## src/rtl/fsr_pkg.sv

```systemverilog
package fsr_pkg;

  typedef enum logic [2:0] {
    CL_ZERO,
    CL_FINITE,
    CL_INF,
    CL_QNAN,
    CL_SNAN
  } opclass_e;

  localparam logic [1:0] RM_NEAR = 2'b00;
  localparam logic [1:0] RM_DOWN = 2'b01;
  localparam logic [1:0] RM_UP   = 2'b10;
  localparam logic [1:0] RM_TRNC = 2'b11;

endpackage

```

## src/rtl/fsr_classify.sv

```systemverilog
module fsr_classify
  import fsr_pkg::*;
#(
  parameter int EXP_W = 8,
  parameter int MAN_W = 23,
  localparam int W = 1 + EXP_W + MAN_W
) (
  input  logic [W-1:0] op,
  output opclass_e     cls
);

  logic [EXP_W-1:0] expf;
  logic [MAN_W-1:0] manf;

  always_comb begin
    expf = op[W-2 -: EXP_W];
    manf = op[MAN_W-1:0];
    if (&expf) begin
      if (manf == '0)          cls = CL_INF;
      else if (manf[MAN_W-1])  cls = CL_QNAN;
      else                     cls = CL_SNAN;
    end else if (expf == '0 && manf == '0) begin
      cls = CL_ZERO;
    end else begin
      cls = CL_FINITE;
    end
  end

endmodule

```

## src/rtl/fsr_int_to_fp.sv

```systemverilog
module fsr_int_to_fp
  import fsr_pkg::*;
#(
  parameter int EXP_W = 8,
  parameter int MAN_W = 23,
  parameter int INT_W = 32,
  localparam int W    = 1 + EXP_W + MAN_W,
  localparam int LZ_W = $clog2(INT_W) + 1,
  localparam int BIAS = (1 << (EXP_W - 1)) - 1
) (
  input  logic [INT_W-1:0] ival,
  input  logic [1:0]       rm,
  output logic [W-1:0]     fval
);

  logic             neg, guard, sticky, inexact, up;
  logic [INT_W-1:0] mag, norm;
  logic [LZ_W-1:0]  lz;
  logic [MAN_W:0]   keep;
  logic [MAN_W+1:0] sum;
  logic [EXP_W-1:0] expv;

  always_comb begin
    neg = ival[INT_W-1];
    mag = neg ? (~ival + 1'b1) : ival;
    lz  = '0;
    for (int i = 0; i < INT_W; i++) begin
      if (mag[i]) lz = LZ_W'(INT_W - 1 - i);
    end
    norm    = mag << lz;
    keep    = norm[INT_W-1 -: MAN_W+1];
    guard   = norm[INT_W-MAN_W-2];
    sticky  = |norm[INT_W-MAN_W-3:0];
    inexact = guard | sticky;
    case (rm)
      RM_NEAR: up = guard & (sticky | keep[0]);
      RM_DOWN: up = neg & inexact;
      RM_UP:   up = ~neg & inexact;
      default: up = 1'b0;
    endcase
    sum  = {1'b0, keep} + (MAN_W+2)'(up);
    expv = EXP_W'(BIAS + INT_W - 1) - EXP_W'(lz) + EXP_W'(sum[MAN_W+1]);
    if (mag == '0) fval = '0;
    else fval = {neg, expv, sum[MAN_W+1] ? {MAN_W{1'b0}} : sum[MAN_W-1:0]};
  end

endmodule

```

## src/rtl/fsr_decide.sv

```systemverilog
module fsr_decide
  import fsr_pkg::*;
#(
  parameter int EXP_W = 8,
  parameter int MAN_W = 23,
  localparam int W = 1 + EXP_W + MAN_W
) (
  input  logic [W-1:0] dest,
  input  logic [W-1:0] src,
  input  opclass_e     dcls,
  input  opclass_e     scls,
  input  logic [1:0]   rm,
  output logic [W-1:0] res,
  output logic         inv,
  output logic         need
);

  localparam logic [W-1:0] QUIET_BIT = W'(1) << (MAN_W - 1);
  localparam logic [W-1:0] SIGN_BIT  = W'(1) << (W - 1);
  localparam logic [W-1:0] DFLT_NAN  = {1'b1, {EXP_W{1'b1}}, 1'b1, {(MAN_W-1){1'b0}}};

  logic dnan, snan, same_sign;
  logic [W-1:0] zero_res;

  always_comb begin
    dnan      = (dcls == CL_QNAN) || (dcls == CL_SNAN);
    snan      = (scls == CL_QNAN) || (scls == CL_SNAN);
    same_sign = dest[W-1] == src[W-1];
    zero_res  = (rm == RM_DOWN) ? SIGN_BIT : '0;
    res  = '0;
    inv  = 1'b0;
    need = 1'b0;
    if (dnan || snan) begin
      inv = (dcls == CL_SNAN) || (scls == CL_SNAN);
      res = dnan ? (dest | QUIET_BIT) : (src | QUIET_BIT);
    end else if (dcls == CL_INF && scls == CL_INF) begin
      if (same_sign) begin
        inv = 1'b1;
        res = DFLT_NAN;
      end else begin
        res = dest;
      end
    end else if (dcls == CL_INF) begin
      res = dest;
    end else if (scls == CL_INF) begin
      res = src ^ SIGN_BIT;
    end else if (dcls == CL_ZERO && scls == CL_ZERO) begin
      res = same_sign ? zero_res : dest;
    end else if (scls == CL_ZERO) begin
      res = dest;
    end else if (dcls == CL_ZERO) begin
      res = src ^ SIGN_BIT;
    end else if (dest == src) begin
      res = zero_res;
    end else begin
      need = 1'b1;
    end
  end

endmodule

```

## src/rtl/fp_sub_resolve.sv

```systemverilog
module fp_sub_resolve
  import fsr_pkg::*;
#(
  parameter int EXP_W = 8,
  parameter int MAN_W = 23,
  localparam int W = 1 + EXP_W + MAN_W
) (
  input  logic         clk,
  input  logic         rst_n,
  input  logic         in_valid,
  input  logic         int_src,
  input  logic [1:0]   rm,
  input  logic [W-1:0] dest_op,
  input  logic [W-1:0] src_op,
  output logic         out_valid,
  output logic [W-1:0] result,
  output logic         invalid,
  output logic         need_arith,
  output logic [W-1:0] arith_dest,
  output logic [W-1:0] arith_src
);

  logic [W-1:0] src_conv, src_fp;
  logic [W-1:0] ops [2];
  opclass_e     cls [2];

  logic [W-1:0] res_d;
  logic         inv_d, need_d;

  fsr_int_to_fp #(.EXP_W(EXP_W), .MAN_W(MAN_W), .INT_W(W)) u_conv (
    .ival (src_op),
    .rm   (rm),
    .fval (src_conv)
  );

  always_comb begin
    src_fp = int_src ? src_conv : src_op;
    ops[0] = dest_op;
    ops[1] = src_fp;
  end

  for (genvar g = 0; g < 2; g++) begin : g_cls
    fsr_classify #(.EXP_W(EXP_W), .MAN_W(MAN_W)) u_cls (
      .op  (ops[g]),
      .cls (cls[g])
    );
  end

  fsr_decide #(.EXP_W(EXP_W), .MAN_W(MAN_W)) u_decide (
    .dest (dest_op),
    .src  (src_fp),
    .dcls (cls[0]),
    .scls (cls[1]),
    .rm   (rm),
    .res  (res_d),
    .inv  (inv_d),
    .need (need_d)
  );

  always_ff @(posedge clk or negedge rst_n) begin
    if (!rst_n) begin
      out_valid  <= 1'b0;
      result     <= '0;
      invalid    <= 1'b0;
      need_arith <= 1'b0;
      arith_dest <= '0;
      arith_src  <= '0;
    end else begin
      out_valid <= in_valid;
      if (in_valid) begin
        result     <= res_d;
        invalid    <= inv_d;
        need_arith <= need_d;
        arith_dest <= dest_op;
        arith_src  <= src_fp;
      end
    end
  end

  // output strobe follows the request by one clock
  a_r1_valid_follows: assert property (@(posedge clk) disable iff (!rst_n)
    in_valid |=> out_valid);
  a_r1_valid_idle: assert property (@(posedge clk) disable iff (!rst_n)
    !in_valid |=> !out_valid);
  // flags never both high
  a_r10_flags_exclusive: assert property (@(posedge clk) disable iff (!rst_n)
    out_valid |-> !(invalid && need_arith));
  // an exception always yields a quiet NaN
  a_r3_invalid_gives_qnan: assert property (@(posedge clk) disable iff (!rst_n)
    (out_valid && invalid) |-> ((&result[W-2 -: EXP_W]) && result[MAN_W-1]));
  // forwarding leaves the result cleared and the operands forwarded
  a_r9_arith_clears: assert property (@(posedge clk) disable iff (!rst_n)
    (out_valid && need_arith) |-> (result == '0 && arith_dest == $past(dest_op)));
  // integer conversion never yields an infinity or NaN
  a_r8_conv_finite: assert property (@(posedge clk) disable iff (!rst_n)
    (in_valid && int_src) |-> !(&src_conv[W-2 -: EXP_W]));

endmodule

```

## config.mk

```make
export PLATFORM = sky130hd
export DESIGN_NAME = fp_sub_resolve
export DESIGN_NICKNAME = d
export VERILOG_FILES = /design/src/rtl/fsr_pkg.sv /design/src/rtl/fsr_classify.sv /design/src/rtl/fsr_int_to_fp.sv /design/src/rtl/fsr_decide.sv /design/src/rtl/fp_sub_resolve.sv
export SDC_FILE = /design/constraint.sdc
export NUM_CORES = 1
export LEC_CHECK = 0
export ABC_AREA = 1
export BUFFER_PORTS_ARGS = -buffer_cell sky130_fd_sc_hd__buf_2
export CAP_MARGIN = 20
export CORE_UTILIZATION = 39
export CTS_BUF_LIST = sky130_fd_sc_hd__clkbuf_8
export CTS_CLUSTER_SIZE = 30
export DETAILED_ROUTE_END_ITERATION = 6
export SYNTH_ARGS = -nofsm -noshare
export SYNTH_HDL_FRONTEND = slang
export SYNTH_SLANG_ARGS = --single-unit
```

## constraint.sdc

```tcl
create_clock -name clk -period 1 [get_ports clk]
set_input_delay 0.15 -clock clk [delete_from_list [all_inputs] [get_ports clk]]
set_output_delay 0.15 -clock clk [all_outputs]
set_load 0.03 [all_outputs]
```

==> impl_metrics.ini, run 1 <==
[route]
drt-pass1-iter-count = 5
drtAntennaViolNets = 0
drc = 0
viasPerCell = 5.44
drt_iter0_drc = 1698
routed_wl_mm = 52.1
vias = 14521
wl_per_cell_um = 19.5

[final_layout]
antenna_cells = 0
fin_util_pct = 72.5
area_delta_synth_final_pct = 80.7
finalInstanceArea_mm2 = 0.0178
fin_nets = 2422
layout-drive-gt1-share_pct = 45.7

[critical_path]
critPathMostFrequentCell = buf_4
cp-end-kind = flop
worstSetupStartpoint = src_op[4]
cp.required_ns = 1.35
reg2reg_from = arith_src[11]$_DFFE_PN0P_
cp-endpoint = result[12]$_DFFE_PN0P_
cp-start-kind = primary input
r2r_end = arith_src[11]$_DFFE_PN0P_
crit_slowest_cell = a22o_1
worstPathMaxFanout = 7
slowest_delay_ns = 0.23
path_class = primary input to flop
reg2reg_depth = 3
reg2reg_slack_ns = 0.18
cp_data_arrival_time_ns = 7.09

[placement]
place_area_mm2 = 0.0147
routabilityCongestion = 1.01
port_buffers = 168
dp_hpwl_mm = 39.1

[clock_network]
cts_buffers = 9
cts.path.max_buffers = 2
cts-root-buf = clkbuf_8
clock-sinks = 99
htreeDepth = 3
clk_latency_ns = 0.41
cts.clk_slew.worst_paths_ns = 0.14
cts_tree = built

[synth]
synth_largest_area_cell = dfrtp_1
synth_cell_types = 53
ys_seq_area_share_pct = 25.1
ys_ff_latch = 99
synth_cells = 1659
synth_area_mm2 = 0.00988
synth.area.top_cells = dfrtp_1 (25%), nand2_1 (20%), nand3_1 (13%), inv_1 (6.6%), nor2_1 (5.4%)
synth_most_common_cell = nand2_1
syn_avg_cell_area_um2 = 5.95
synth_ff_type = dfrtp_1
synth_edf_count = 0
synth_nets = 1740
synth_top_area_share_pct = 25.1
yosys-top-cells-count = nand2_1 (515), nand3_1 (261), inv_1 (175)
ys_warn_count = 0
ys_async_sr_fraction_pct = 100

[global_route]
grt_usage_pct = 36.9
grt-ovfl-total = 0
antenna_found_initial = 0
grt_pass1_vias = 12922
grt_pass1_wl_mm = 73.2
grt_max_degree = 45

[timing]
relSlewSlack_pct = 67.7
maxSlewViolCount = 0
rsz0062_at_grt = true
fin_skew_ns = 0
fin_crit_ns = 6.74
hold_viol = 0
fin_ws_ns = -5.74
fmax_ghz = 0.148
setup_violations = 165
tightest_slew_ns = 0.479
finalCritPeriodShare_pct = 674

[floorplanning]
start_util_pct = 40.1
die_w_um = 161
die-area_mm2 = 0.0260
core-area_mm2 = 0.0246
die_h_um = 161
fp-row-count = 57
io-pin-count = 169

[min_path]
min_path_cells = 3
hold_path.class = primary input to flop

[power_and_ir_drop]
powerDensity_mw_per_mm2 = 1130
ir_drop_mv = 0.793
total_power_uw = 20100
p_leak_uw = 0.00924

[outcome]
violations = setup timing
status = finished, violations left

[run]
drv_cap = 0
[placed cells by master (no fill, tap or decap), types with 5 or more instances in the layout]
cell,Yosys,routed
o211ai_1,10,10
nor2_1,143,124
buf_4,3,500
o22ai_2,0,13
o21ai_2,0,21
nand2_2,10,55
dfrtp_1,99,97
nand3b_1,12,12
inv_4,0,5
nand4_1,29,29
nand2_1,515,453
nor3_1,14,10
a31oi_1,7,7
buf_12,0,28
a21oi_2,0,15
xor2_2,2,5
buf_6,6,145
ha_1,11,6
nand3_2,6,42
inv_1,175,144
nor4_1,10,8
nor2_2,7,16
inv_2,12,35
buf_2,18,64
nor2_4,5,15
nand3_1,261,216
a21oi_1,44,28
nand3_4,2,11
xor2_1,26,23
clkbuf_8,0,9
o21ai_1,15,26
nand2_4,4,19
a22oi_2,0,7
o21ai_0,101,65
[cell families after synthesis]
family / after synthesis / share of synthesized area, %
AOI/OAI and AO/OA: 223 / 12.9
xor gates and xnor gates: 29 / 2.80
adders and majority gates: 11 / 1.39
buffers and inverters: 266 / 11.1
DFF: 99 / 25.1
and+or+nand+nor: 1031 / 46.7
[metrics by stage]
stage	worst slack [ns]	hold slack, ns	TNS, ns	cells
detailed placement	-6.14	0.0443	-346.50	2540
floorplan	-5.55	-0.146	-293.52	1659
global placement	-5.92	0.0452	-335.52	2540
global route	-6.33	0.0808	-364.92	2670
CTS	-5.57	0.0578	-327.17	2590
finish	-5.74	0.0661	-340.30	2670
[critical path: cells and delay by family]
kind                     cells  cell delay, ns
AND/OR/NAND/NOR             22            2.73
buffers and inverters       15            1.96
AO/OA/AOI/OAI               12            1.43
adder cells (fa/ha/maj)      4            0.68
XOR/XNOR                     1            0.15
[registers in the layout, indices dropped and copies added (netlist names)]
signal	count
arith_dest	32
need_arith	1
result	32
invalid	1
arith_src	32
out_valid	1
[worst min-delay path by stage]
stage | from | end | slack (ns)
final | dest_op[29] | arith_dest[29]$_DFFE_PN0P_ | 0.07
after global routing | dest_op[29] | arith_dest[29]$_DFFE_PN0P_ | 0.08
after CTS | dest_op[29] | arith_dest[29]$_DFFE_PN0P_ | 0.06
after detailed placement | rst_n | arith_dest[30]$_DFFE_PN0P_ | 0.04
after global placement | rst_n | arith_dest[27]$_DFFE_PN0P_ | 0.05
after floorplan | rst_n | arith_dest[0]$_DFFE_PN0P_ | -0.15
[routing by layer]
layer	share of wire [%]	GRT usage, %	vias to the layer above
met3	7.5	4.08	172
met4	5.5	16.5	0
met2	47	60.9	730
met1	40	48.6	6802
met5	0	0	-
li1	-	-	6817
[power by group]
| part | leakage [uW] | total (uW) | internal (uW) | switching [uW] |
|---|---|---|---|---|
| clock | 0.000105 | 3010 | 1030 | 1970 |
| sequential | 0.00124 | 4680 | 4370 | 313 |
| combinational | 0.00790 | 12400 | 5460 | 6930 |
| total | 0.00924 | 20100 | 10900 | 9220 |
[what timing repair did]
action	in CTS	in global routing
hold buffers	1	0
setup buffers	39	96
hold endpoints to repair	99	0
gates resized for setup	182	429
pin swaps	56	99
gates cloned	5	2
endpoints found under the setup margin	165	165
[layout make-up]
type	count	area, um2
clock buffer	9	124
sequential	99	2480
fill	1983	6760
timing repair inverter	3	43.8
clock inverter	7	86.3
tap	324	405
timing repair buffer	743	6380
inverter	191	778
multi-input combinational	1294	7540
Note: power is estimated with default switching activity, not from simulation.
==> run 2: changes to the inputs <==
CELL_PAD_IN_SITES_DETAIL_PLACEMENT = 0   (was unset)
CELL_PAD_IN_SITES_GLOBAL_PLACEMENT = 1   (was unset)
PLACE_DENSITY_LB_ADDON = 0.1   (was unset)
==> impl_metrics.ini, run 2 (synthesis gave the netlist of run 1 again) <==
[global_route]
grt_pass1_wl_mm = 76.0
grt_usage_pct = 37.7
grt_max_degree = 54
grt-ovfl-total = 0
antenna_found_initial = 2
grt_pass1_vias = 14009

[floorplanning]
fp-row-count = 57
start_util_pct = 40.1
die_h_um = 161
core-area_mm2 = 0.0246
io-pin-count = 169
die_w_um = 161
die-area_mm2 = 0.0260

[clock_network]
htreeDepth = 3
cts_tree = built
cts.clk_slew.worst_paths_ns = 0.12
clk_latency_ns = 0.38
cts.path.max_buffers = 2
cts-root-buf = clkbuf_8
clock-sinks = 99
cts_buffers = 9

[route]
drt_iter0_drc = 1408
wl_per_cell_um = 18.4
vias = 14403
routed_wl_mm = 49.4
drt-pass1-iter-count = 5
drc = 0
drtAntennaViolNets = 0
viasPerCell = 5.36

[critical_path]
reg2reg_from = arith_src[2]$_DFFE_PN0P_
path_class = primary input to flop
reg2reg_depth = 2
cp-start-kind = primary input
slowest_delay_ns = 0.28
critPathMostFrequentCell = buf_4
crit_slowest_cell = nor3_4
cp.required_ns = 1.34
worstPathMaxFanout = 4
cp_data_arrival_time_ns = 7.29
worstSetupStartpoint = src_op[5]
r2r_end = arith_src[2]$_DFFE_PN0P_
reg2reg_slack_ns = 0.26
cp-end-kind = flop

[timing]
fin_skew_ns = 0
whs_ns = 0.142
rsz0062_at_grt = true
setup_violations = 165
fin_ws_ns = -5.95
relSlewSlack_pct = 67.4
setup_tns_ns = -342.17
finalCritPeriodShare_pct = 695
tightest_slew_ns = 0.486
fmax_ghz = 0.144
fin_crit_ns = 6.95
maxSlewViolCount = 0
hold_viol = 0

[outcome]
status = finished, violations left
violations = setup timing

[final_layout]
mostFrequentLayoutCells = buf_4 (509), nand2_1 (450), nand3_1 (207), inv_1 (139), buf_2 (131)
area_delta_synth_final_pct = 77.7
reg_top3 = arith_dest: 32 flops, arith_src: 32 flops, result: 32 flops
fin_nets = 2438
fin_cells = 2687
layout-drive-gt1-share_pct = 46.8
layout_commonest_cell = buf_4

[min_path]
hold_path.class = primary input to flop
min_path_cells = 4
worstHoldStart = dest_op[28]
worst_hold_path.endpoint = arith_dest[28]$_DFFE_PN0P_

[placement]
port_buffers = 168
place_inst = 2514
place_ws_ns = -6.25
dp_hpwl_mm = 37.4
routabilityCongestion = 0.984

[power_and_ir_drop]
p_leak_uw = 0.00916
ir_drop_mv = 0.691
powerDensity_mw_per_mm2 = 1150

[run]
drv_cap = 0
[run 2: worst max-delay path by stage]
stage	to	slack [ns]	cells after the start
after global placement	result[31]$_DFFE_PN0P_	-6.04	55
after floorplan	result[31]$_DFFE_PN0P_	-5.55	65
after global routing	result[31]$_DFFE_PN0P_	-6.35	67
final	result[31]$_DFFE_PN0P_	-5.95	60
after CTS	result[31]$_DFFE_PN0P_	-5.55	70
after detailed placement	result[31]$_DFFE_PN0P_	-6.25	67
[run 2: layout make-up]
cell class                      instances  area [um2]
Fill cell                            2086        7050
Clock buffer                           10         138
Antenna cell                            1        2.50
Tap cell                              324         405
Multi-Input combinational cell       1297        7680
Timing Repair Buffer                  757        5990
Clock inverter                          6        56.3
Sequential cell                        99        2480
Inverter                              191         776
Timing Repair inverter                  2        32.5
[run 2: layer usage]
layer | vias up | global-route usage [%] | part of all wire (%)
li1 | 6864 | - | -
met1 | 6728 | 51.4 | 43
met2 | 706 | 58.3 | 44
met3 | 103 | 10.5 | 10
met4 | 2 | 10.2 | 2.7
met5 | - | 0 | 0.026
[run 2: power by group]
part | leakage [uW] | switching, uW | total, uW | internal, uW
Combinational | 0.00782 | 7140 | 12800 | 5700
Clock | 0.0000969 | 1680 | 2710 | 1030
Sequential | 0.00124 | 237 | 4600 | 4370
Total | 0.00916 | 9060 | 20200 | 11100
[run 2: per-stage QoR]
stage / total power (uW) / cell area [um2] / utilization (%)
4_1_cts: 19200 / 16800 / 68.3
3_5_place_dp: 14600 / 14500 / 58.8
3_3_place_gp: 14600 / 14500 / 58.8
2_1_floorplan: 9770 / 10200 / -
5_1_grt: 21300 / 17600 / 71.3
6_report: 20200 / 17600 / 71.3
[run 2: repair_timing]
action	in CTS	in global routing
cloned	8	0
hold endpoints to repair	99	0
endpoints found under the setup margin	165	165
setup buffers	130	29
hold buffers	1	0
resized for setup	277	153
pin swaps	73	88
[run 2: critical path, delay by kind of cell]
kind,cells,cell delay (ns)
AO/OA/AOI/OAI,3,0.49
XOR/XNOR,2,0.30
adder cells (fa/ha/maj),2,0.34
buffers and inverters,19,2.21
AND/OR/NAND/NOR,34,3.80
==> run 3: changes to the inputs <==
SETUP_SLACK_MARGIN = 0.4   (was unset)
==> impl_metrics.ini, run 3 (synthesis gave the netlist of run 1 again) <==
[placement]
routabilityCongestion = 0.970
port_buffers = 168
place_inst = 2535
place_area_mm2 = 0.0148
dp_hpwl_mm = 37.2

[floorplanning]
die_h_um = 161
fp-row-count = 57
die-area_mm2 = 0.0260
core-area_mm2 = 0.0246
start_util_pct = 40.1
io-pin-count = 169
die_w_um = 161

[timing]
fmax_ghz = 0.148
fin_crit_ns = 6.76
rsz0062_at_grt = true
tightest_slew_ns = 0.493
hold_viol = 99
relSlewSlack_pct = 67.0
whs_ns = -0.369
fin_skew_ns = 0
maxSlewViolCount = 0
setup_violations = 165
finalCritPeriodShare_pct = 676
fin_ws_ns = -5.76

[critical_path]
cp-end-kind = flop
slowest_delay_ns = 0.23
crit_slowest_cell = o2111ai_2
cp_data_arrival_time_ns = 7.10
critPathMostFrequentCell = nand2_1
reg2reg_from = result[18]$_DFFE_PN0P_
worstSetupStartpoint = src_op[1]
worstPathMaxFanout = 7
path_class = primary input to flop
cp.required_ns = 1.33
cp-start-kind = primary input

[power_and_ir_drop]
powerDensity_mw_per_mm2 = 1130
ir_drop_mv = 0.958
total_power_uw = 19600
p_leak_uw = 0.00884

[clock_network]
cts-root-buf = clkbuf_8
clk_latency_ns = 0.40
cts.clk_slew.worst_paths_ns = 0.13
htreeDepth = 3
cts_tree = built
clock-sinks = 99
cts_buffers = 9
cts.path.max_buffers = 2

[global_route]
grt_pass1_wl_mm = 71.8
antenna_found_initial = 3
grt_usage_pct = 35.7
grt_max_degree = 53
grt_pass1_vias = 13346
grt-ovfl-total = 0

[route]
routed_wl_mm = 47.5
route.met2.wl_mm = 21.4
drc = 0
wl_met3_mm = 4.11
drt_iter0_drc = 1289
vias = 14066
viasPerCell = 5.31
highest_layer = met5
drtAntennaViolNets = 0
wl_per_cell_um = 17.9
wl_met1_mm = 20.7
drt-pass1-iter-count = 6

[final_layout]
finalInstanceArea_mm2 = 0.0173
mostFrequentLayoutCells = buf_4 (503), nand2_1 (463), nand3_1 (225), inv_1 (151), buf_6 (131)
fin_nets = 2400
fillers = 2099
layout-drive-gt1-share_pct = 47.5
fin_util_pct = 70.4
fin_cells = 2649
area_delta_synth_final_pct = 75.4
reg_top3 = arith_dest: 32 flops, arith_src: 32 flops, result: 32 flops
layout_commonest_cell = buf_4

[outcome]
status = finished, violations left
violations = hold timing, setup timing

[min_path]
hold_path.class = primary input to asynchronous set/reset pin

[run]
drv_cap = 0
## run 3: area by class of cell
class | count | area [um2] | area share [%]
Tap cell | 324 | 405 | 2.34
Antenna cell | 1 | 2.50 | 0.0144
Sequential cell | 99 | 2600 | 15.0
Inverter | 191 | 764 | 4.41
Clock buffer | 9 | 124 | 0.715
Multi-Input combinational cell | 1295 | 7280 | 42.0
Clock inverter | 7 | 81.3 | 0.470
Timing Repair inverter | 1 | 11.3 | 0.0650
Timing Repair Buffer | 722 | 6050 | 34.9
## run 3: report_power, final
part           total, uW  switching, uW  internal [uW]
Sequential          4740            303           4430
Clock               2760           1760            997
Combinational      12100           6670           5450
## run 3: through the flow
step	setup TNS (ns)	setup WS [ns]
global route	-368.44	-6.41
global placement	-339.43	-5.98
finish	-334.24	-5.76
detailed placement	-346.08	-6.16
CTS	-330.55	-5.64
floorplan	-293.68	-5.55
## run 3: path summary, 6_finish.rpt
kind	depth (start not counted)	end	slack [ns]
max reg2reg	4	result[18]$_DFFE_PN0P_	0.04
max	69	result[31]$_DFFE_PN0P_	-5.76
min in group clk	3	arith_dest[8]$_DFFE_PN0P_	0.11
max in group asynchronous	2	out_valid$_DFF_PN0_	0.90
min	1	result[9]$_DFFE_PN0P_	-0.37
min reg2reg	2	result[27]$_DFFE_PN0P_	0.51
## run 3: per-layer routing
layer	GRT usage, %	up-vias
met5	3.98	-
met4	9.82	6
met3	8.63	79
met2	56.1	627
met1	48.3	6565
li1	-	6789
## run 3: repair_timing
| action | 4_1_cts | 5_1_grt |
|---|---|---|
| endpoints found under the hold margin | 99 | 99 |
| endpoints found under the setup margin | 197 | 197 |
| gates resized for setup | 299 | 140 |
| buffers inserted | 67 | 26 |
| pin swaps | 41 | 80 |
| cloned | 2 | 2 |
## run 3: critical path, delay by kind of cell
| kind | cells | cell delay [ns] |
|---|---|---|
| xor+xnor | 1 | 0.21 |
| fa+ha+maj | 5 | 0.91 |
| buf+inv | 6 | 0.55 |
| compound gates | 7 | 0.96 |
| simple gates | 50 | 4.27 |
